==> src/rtl/bkp_gate_pkg.sv <==
package bkp_gate_pkg;
  typedef enum logic [1:0] {
    SEL_NONE = 2'd0,
    SEL_WORD = 2'd1,
    SEL_CTRL = 2'd2
  } sel_e;
endpackage

==> src/rtl/bkp_sync.sv <==
module bkp_sync #(
  parameter int STAGES = 2
) (
  input  logic clk_i,
  input  logic rst_ni,
  input  logic d_i,
  output logic q_o
);
  logic [STAGES-1:0] ff_q;

  always_ff @(posedge clk_i or negedge rst_ni) begin
    if (!rst_ni) ff_q <= '0;
    else         ff_q <= {ff_q[STAGES-2:0], d_i};
  end

  assign q_o = ff_q[STAGES-1];
endmodule

==> src/rtl/bkp_decode.sv <==
module bkp_decode
  import bkp_gate_pkg::*;
#(
  parameter int WORDS  = 16,
  parameter int IDX_W  = $clog2(WORDS),
  parameter int ADDR_W = IDX_W + 1
) (
  input  logic [ADDR_W-1:0] addr_i,
  output sel_e              sel_o,
  output logic [IDX_W-1:0]  idx_o
);
  always_comb begin
    if (addr_i < ADDR_W'(WORDS))       sel_o = SEL_WORD;
    else if (addr_i == ADDR_W'(WORDS)) sel_o = SEL_CTRL;
    else                               sel_o = SEL_NONE;
  end

  assign idx_o = addr_i[IDX_W-1:0];
endmodule

==> src/rtl/bkp_store.sv <==
// No reset: contents are battery-backed and outlive bus-logic reset.
module bkp_store #(
  parameter int WORDS  = 16,
  parameter int DATA_W = 32,
  parameter int CTRL_W = 8,
  parameter int IDX_W  = $clog2(WORDS),
  parameter int BE_W   = DATA_W / 8
) (
  input  logic              clk_i,
  input  logic              wr_word_i,
  input  logic              wr_ctrl_i,
  input  logic [IDX_W-1:0]  idx_i,
  input  logic [DATA_W-1:0] wdata_i,
  input  logic [BE_W-1:0]   be_i,
  output logic [DATA_W-1:0] rd_word_o,
  output logic [CTRL_W-1:0] ctrl_o
);
  logic [DATA_W-1:0] mem_q [WORDS];
  logic [CTRL_W-1:0] ctrl_q;
  logic [DATA_W-1:0] bit_mask;

  for (genvar b = 0; b < BE_W; b++) begin : g_mask
    assign bit_mask[b*8 +: 8] = {8{be_i[b]}};
  end

  always_ff @(posedge clk_i) begin
    if (wr_word_i)
      mem_q[idx_i] <= (mem_q[idx_i] & ~bit_mask) | (wdata_i & bit_mask);
  end

  always_ff @(posedge clk_i) begin
    if (wr_ctrl_i)
      ctrl_q <= (ctrl_q & ~bit_mask[CTRL_W-1:0]) | (wdata_i[CTRL_W-1:0] & bit_mask[CTRL_W-1:0]);
  end

  assign rd_word_o = mem_q[idx_i];
  assign ctrl_o    = ctrl_q;
endmodule

==> src/rtl/bkp_gate.sv <==
module bkp_gate
  import bkp_gate_pkg::*;
#(
  parameter int WORDS       = 16,
  parameter int DATA_W      = 32,
  parameter int CTRL_W      = 8,
  parameter int SYNC_STAGES = 2,
  localparam int IDX_W      = $clog2(WORDS),
  localparam int ADDR_W     = IDX_W + 1,
  localparam int BE_W       = DATA_W / 8
) (
  input  logic              clk_i,
  input  logic              rst_ni,
  input  logic              unlock_i,
  input  logic              req_i,
  input  logic              we_i,
  input  logic [ADDR_W-1:0] addr_i,
  input  logic [DATA_W-1:0] wdata_i,
  input  logic [BE_W-1:0]   be_i,
  output logic              rdy_o,
  output logic [DATA_W-1:0] rdata_o,
  output logic [CTRL_W-1:0] ctrl_o
);
  logic              unlock_sync;
  sel_e              sel;
  logic [IDX_W-1:0]  idx;
  logic              allow;
  logic              wr_word;
  logic              wr_ctrl;
  logic [DATA_W-1:0] rd_word;
  logic [DATA_W-1:0] rd_mux;
  logic              rdy_q;
  logic [DATA_W-1:0] rdata_q;

  bkp_sync #(.STAGES(SYNC_STAGES)) u_sync (
    .clk_i  (clk_i),
    .rst_ni (rst_ni),
    .d_i    (unlock_i),
    .q_o    (unlock_sync)
  );

  bkp_decode #(.WORDS(WORDS), .IDX_W(IDX_W), .ADDR_W(ADDR_W)) u_decode (
    .addr_i (addr_i),
    .sel_o  (sel),
    .idx_o  (idx)
  );

  assign allow   = req_i & unlock_sync;
  assign wr_word = allow & we_i & (sel == SEL_WORD);
  assign wr_ctrl = allow & we_i & (sel == SEL_CTRL);

  bkp_store #(
    .WORDS(WORDS), .DATA_W(DATA_W), .CTRL_W(CTRL_W), .IDX_W(IDX_W), .BE_W(BE_W)
  ) u_store (
    .clk_i     (clk_i),
    .wr_word_i (wr_word),
    .wr_ctrl_i (wr_ctrl),
    .idx_i     (idx),
    .wdata_i   (wdata_i),
    .be_i      (be_i),
    .rd_word_o (rd_word),
    .ctrl_o    (ctrl_o)
  );

  always_comb begin
    unique case (sel)
      SEL_WORD: rd_mux = rd_word;
      SEL_CTRL: rd_mux = DATA_W'(ctrl_o);
      default:  rd_mux = '0;
    endcase
  end

  // Refused accesses still complete; reads return zero.
  always_ff @(posedge clk_i or negedge rst_ni) begin
    if (!rst_ni) begin
      rdy_q   <= 1'b0;
      rdata_q <= '0;
    end else begin
      rdy_q   <= req_i;
      rdata_q <= (allow && !we_i) ? rd_mux : '0;
    end
  end

  assign rdy_o   = rdy_q;
  assign rdata_o = rdata_q;
endmodule

==> config.mk <==
export PLATFORM = sky130hd
export DESIGN_NAME = bkp_gate
export DESIGN_NICKNAME = d
export VERILOG_FILES = /design/src/rtl/bkp_gate_pkg.sv /design/src/rtl/bkp_sync.sv /design/src/rtl/bkp_decode.sv /design/src/rtl/bkp_store.sv /design/src/rtl/bkp_gate.sv
export SDC_FILE = /design/constraint.sdc
export NUM_CORES = 1
export LEC_CHECK = 0
export BUFFER_PORTS_ARGS = -buffer_cell sky130_fd_sc_hd__buf_4
export CELL_PAD_IN_SITES_DETAIL_PLACEMENT = 1
export CELL_PAD_IN_SITES_GLOBAL_PLACEMENT = 2
export CORE_MARGIN = 2
export CORE_UTILIZATION = 53
export DETAILED_ROUTE_END_ITERATION = 10
export PLACE_DENSITY_LB_ADDON = 0.1
export REMOVE_ABC_BUFFERS = 1
export SLEW_MARGIN = 20
export SYNTH_ARGS = -nofsm -noshare
export SYNTH_HDL_FRONTEND = slang
export SYNTH_SLANG_ARGS = --single-unit
==> constraint.sdc <==
create_clock -name clk_i -period 4.9 [get_ports clk_i]
set_input_delay 0.245 -clock clk_i [delete_from_list [all_inputs] [get_ports clk_i]]
set_output_delay 0.245 -clock clk_i [all_outputs]
set_load 0.01 [all_outputs]
# Yosys cells after proc, flatten, opt, wreduce, memory -nomap -nowiden
# Memory sizes are Yosys's and may differ from the RTL's.
# Index checks and enable logic that the tools add are counted.
# op_classes
magnitude_cmp	1
eq_ne	3
muxes	6
bitwise_logic	12
n_reduce_logical	2
# ops
operator	count
$and A32 B32 Y32	2
$pmux W32 S2	1
$mux W32	1
$not A32 Y32	1
$or A32 B32 Y32	1
$and A8 B8 Y8	2
$not A8 Y8	1
$or A8 B8 Y8	1
$eq A5 B5 Y1 const B	1
$lt A5 B5 Y1 const B	1
$and A1 B1 Y1	4
$mux W2	2
$eq A2 B1 Y1 const B	1
$eq A2 B2 Y1 const B	1
$mux W1	2
$logic_and A1 B1 Y1	1
$logic_not A1 Y1	1
# word_totals
register_bits	43
ram_bits	512
inputBits	46
out_inout_bits	41
word_cells	29
memories	1
# memory_table
memory	depth	word_bits	rd	rd_ports_with_merged_regs	wr	line_no	text
u_store.mem_q	16	32	1	0	1	bkp_store.sv:18	logic [DATA_W-1:0] mem_q [WORDS];

# Longest topological paths before layout
# logic_depth
depth_word	7
mapped_depth	7
depth_no_buf	4

# Hierarchy
# A second synthesis with hierarchy kept.
# unflattened
hier_cells	990
area_unflattened_um2	22043.6
# by_module_without_submodules
module	n_inst	cells_per_inst	area_each_um2	seq_area_each_um2
bkp_store	1	895	20748.6	15615.0
bkp_gate	1	86	1199.9	825.8
bkp_sync	1	2	50.0	50.0
bkp_decode	1	7	45.0	0.0

# Least setup slack after synthesis
# No wires, ideal clock.
# synth_path
path_kind	input-to-reg
from	in addr_i[2]
to	mem u_store.mem_q[1][0], enable pin
setup_time_ps	421
t_arrival_ps	2495
required_ps	4479
slack_ps	1984
stages	5
n_path_buf	3
cell_sequence	buf_2 -> or2_2 -> clkbuf_1 -> buf_1 -> nor2_1
# synth_via
elab_chain_len	7
word_cells_on_any_way	8
classes_between	1 x order compare; 2 x eq/ne; 4 x mux; 1 x bitwise
# synth_rtl
element	line_no	text
start: declaration	bkp_gate.sv:17	input logic [ADDR_W-1:0] addr_i,
branches (longest 7 deep; another with $lt A5 B5 Y1)	-	
end: declaration	bkp_store.sv:18	
# Several ways; the timed one is not identified.

# Final worst setup path
# layout_path
from	reg u_sync.ff_q[1]
to	mem u_store.mem_q[5][11], enable pin
# layout_via
elab_chain_len	5
# layout_rtl
element	line_no	text
start: declaration	bkp_sync.sv:9	logic [STAGES-1:0] ff_q;
start signal: assignment	bkp_sync.sv:13	else ff_q <= {ff_q[STAGES-2:0], d_i};
$and A1 B1 Y1	bkp_gate.sv:48	assign allow = req_i & unlock_sync;
$and A1 B1 Y1 (2 in a row)	bkp_gate.sv:49	assign wr_word = allow & we_i & (sel == SEL_WORD);
$mux W1	bkp_store.sv:27	if (wr_word_i)
$mux W1 (not written as such)	bkp_store.sv:28	mem_q[idx_i] <= (mem_q[idx_i] & ~bit_mask) | (wdata_i & bit_mask);
# No other way between the ends.

==> summary.txt <==
Route
  – Routed WL per cell: 29.4 um
  – Final antenna-violating net count: 0
  – Detailed-route wire length: about 48 mm
  – Drt pass-1 iters: 5
  – Vias: about 9900
  – Number of vias per cell: 6.10
  – Post-route DRC: 0
  – Initial drt markers: ~700

Timing
  – Fmax: 0.304 GHz
  – Final hold slack: about 95 ps
  – Post-route setup TNS: 0 ps
  – Unrepaired setup endpoints after global routing: no
  – Max-slew headroom: between 20 and 30%
  – Hold Fails Final Rpt: 0
  – Fin crit share: 67.1%
  – Tmin final: roughly 3300 ps
  – Final Max Slew Viols: 0
  – Worst Tran Pin Value: around 1100 ps
  – Setup Skew: 16.8 ps
  – Setup Viol. Count Final: 0

Finish
  – Layout cells sized above 1: between 30% and 40%
  – Synthesis-to-layout area growth: 16.4%
  – Filler cells: around 3200
  – Post-layout net count: between 1000 and 1500
  – Util after Layout: between 60 and 70%
  – Fin area: around 25000 sq um
  – Leading cell type in the layout, fill and taps excluded: edfxtp_1
  – Most frequent cells in the layout: 520 x edfxtp_1, 128 x mux4_2, 100 x buf_4
  – Layout Cells excl Fill: 1627
  – Antenna diodes: 0

Global route
  – Pin count of the biggest net entering global routing: a little over 70
  – Global Route met1 Usage: 33.7%
  – Gr usage total: between 20% and 30%
  – M3 GR Usage: around 4.5%
  – First-pass GRT wire length: roughly 71 mm
  – GR Layer Usage met2: roughly two fifths
  – GRT busiest layer: met2
  – Total gr overflow: 0
  – Vias in the first global route: 10700
  – Initial antenna violation count: 0

Synth
  – Post-synthesis register bit count: approximately 560
  – Synthesized area: ~21000 sq um
  – Synth warn: 0
  – Mean Syn Cell Area: around 23 sq um
  – Cell count after synthesis: roughly 930
  – Netlist cell types: 22
  – Seq/Total Area, Yosys: between 70% and 80%

CTS
  – Max clock buf depth: 3
  – Htree depth: 2
  – CTS Sinks: ~560
  – Clk slew on worst S/H paths: around 60 ps
  – Post-CTS sizing: 0
  – CTS Buf Count: 56
  – Skew-Pair Late Insertion Delay: 590 ps
  – CTS tree: done
  – Clk root buf: clkbuf_16

Hold path
  – Hold path endpoint: rdata_o[6]$_DFF_PN0_
  – Hold Crit Class: input port to flop
  – Hold wc startpoint: we_i
  – Hold-critical path depth: 3

Status
  – Run status: completed

Worst setup path
  – Reg-to-Reg End: u_store.mem_q[5][11]$_DFFE_PP_
  – Worst stage delay on the critical path: between 700 and 800 ps
  – Critical path type: flop to flop
  – Worst path required time: a little over 5000 ps
  – R2R depth: 5
  – CP startpoint kind: flop
  – Worst path arrival time: ~3500 ps
  – Crit Path Max Fanout: 17
  – CP endpoint kind: flop
  – Reg2reg setup slack: approximately 1600 ps
  – CP Cell Sequence: nand2_1 -> nor3b_1 -> nand3b_1 -> nor2_4 -> buf_4
  – Slowest cell on crit path: nor2_4
  – Reg2Reg Launch Point: u_sync.ff_q[1]$_DFF_PN0_

Placement
  – Placed cells: 1512
  – Post-DP HPWL: between 20 and 30 mm
  – Placer congestion estimate: between 0.7 and 0.8
  – Post-Place Cell Area: ~23000 sq um
  – Number of port buffers: 86

Die
  – Starting Density: between 50% and 60%
  – Core area: just under 40000 sq um
  – Die span in x: between 200 and 250 um
  – IO Count: 87
  – Die area: 41500 sq um
  – Die height: 204 um
  – FP Rows: between 70 and 80

Job
  – Max Cap Viol: 0

Pwr
  – Leakage power: around 8.1 nW
  – Power per standard cell area: between 400 and 500 nW/um^2
  – VDD IR max: roughly 320 uV
cell type report:
class / instances / area, sq um / area share (%)
tap: 525 / 657 / 2.67
clock buffer: 75 / 1550 / 6.32
timing repair buffer: 122 / 1110 / 4.52
multi-input combinational: 321 / 4500 / 18.3
clock inverter: 29 / 289 / 1.17
sequential: 555 / 16500 / 67.0
critical path: cells and delay by family (launching register included):
kind	cells	cell delay, ps
flops	1	320
simple gates	4	2070
buf+inv	1	510
per-stage QoR:
stage          power (mW)  worst slack (ps)
4_1_cts              10.1              1660
6_report             10.0              1610
3_5_place_dp         5.89              1630
5_1_grt              10.3              1550
3_3_place_gp         5.87              1650
2_1_floorplan        5.64              2160
report_power, final:
group / total (mW) / internal (mW) / switching, mW
logic: 0.510 / 0.196 / 0.314
clock network: 4.26 / 2.53 / 1.73
registers: 5.28 / 5.27 / 0.00422
total: 10.0 / 8.00 / 2.05
logic make-up (layout without fill, tap and decap cells):
logic type | Yosys count | after routing | synth area share (%)
flops | 555 | 555 | 78.0
mux | 208 | 208 | 17.6
simple gates | 57 | 57 | 1.44
compound gates | 56 | 56 | 1.61
buf+inv | 52 | 226 | 1.33
flip-flops by register name, indices dropped and copies added (netlist names), named ones only:
| name | cells |
|---|---|
| u_sync.ff_q | 2 |
| u_store.mem_q | 512 |
| rdy_o | 1 |
| rdata_o | 32 |
Yosys cell counts, drive strengths merged:
master | instances | share of area [%]
a21oi | 24 | 0.57
a22o | 8 | 0.33
and2 | 24 | 0.71
buf | 36 | 1.0
clkbuf | 16 | 0.28
dfrtp | 35 | 4.1
edfxtp | 520 | 74
mux2 | 32 | 1.7
mux2i | 48 | 2.3
mux4 | 128 | 14
nand2 | 4 | 0.071
nand2b | 2 | 0.059
nand3 | 2 | 0.047
nand3b | 2 | 0.071
nor2 | 18 | 0.32
nor3 | 3 | 0.095
nor3b | 1 | 0.036
o22ai | 24 | 0.71
or2 | 1 | 0.030
worst max path at each step:
stage | slack, ps | endpoint | startpoint | cells after the start
6_report | 1610 | u_store.mem_q[5][11]$_DFFE_PP_ | u_sync.ff_q[1]$_DFF_PN0_ | 5
5_1_grt | 1550 | u_store.mem_q[3][19]$_DFFE_PP_ | u_sync.ff_q[1]$_DFF_PN0_ | 5
4_1_cts | 1660 | u_store.mem_q[5][11]$_DFFE_PP_ | u_sync.ff_q[1]$_DFF_PN0_ | 5
3_5_place_dp | 1630 | u_store.mem_q[5][13]$_DFFE_PP_ | req_i | 6
3_3_place_gp | 1650 | u_store.mem_q[10][12]$_DFFE_PP_ | addr_i[3] | 3
2_1_floorplan | 2160 | u_store.mem_q[13][0]$_DFFE_PP_ | u_sync.ff_q[1]$_DFF_PN0_ | 4
routing by layer:
layer  routed length [um]  up-vias
li1                     -     4152
met1                20400     5384
met5                    0        -
met4                 1120        0
met2                23800      299
met3                 2590       84
timing repair:
item	4_1_cts	5_1_grt
setup buffers	0	0
hold endpoints to repair	45	0
hold buffers	11	0
Power figures use the tool's default switching activity.
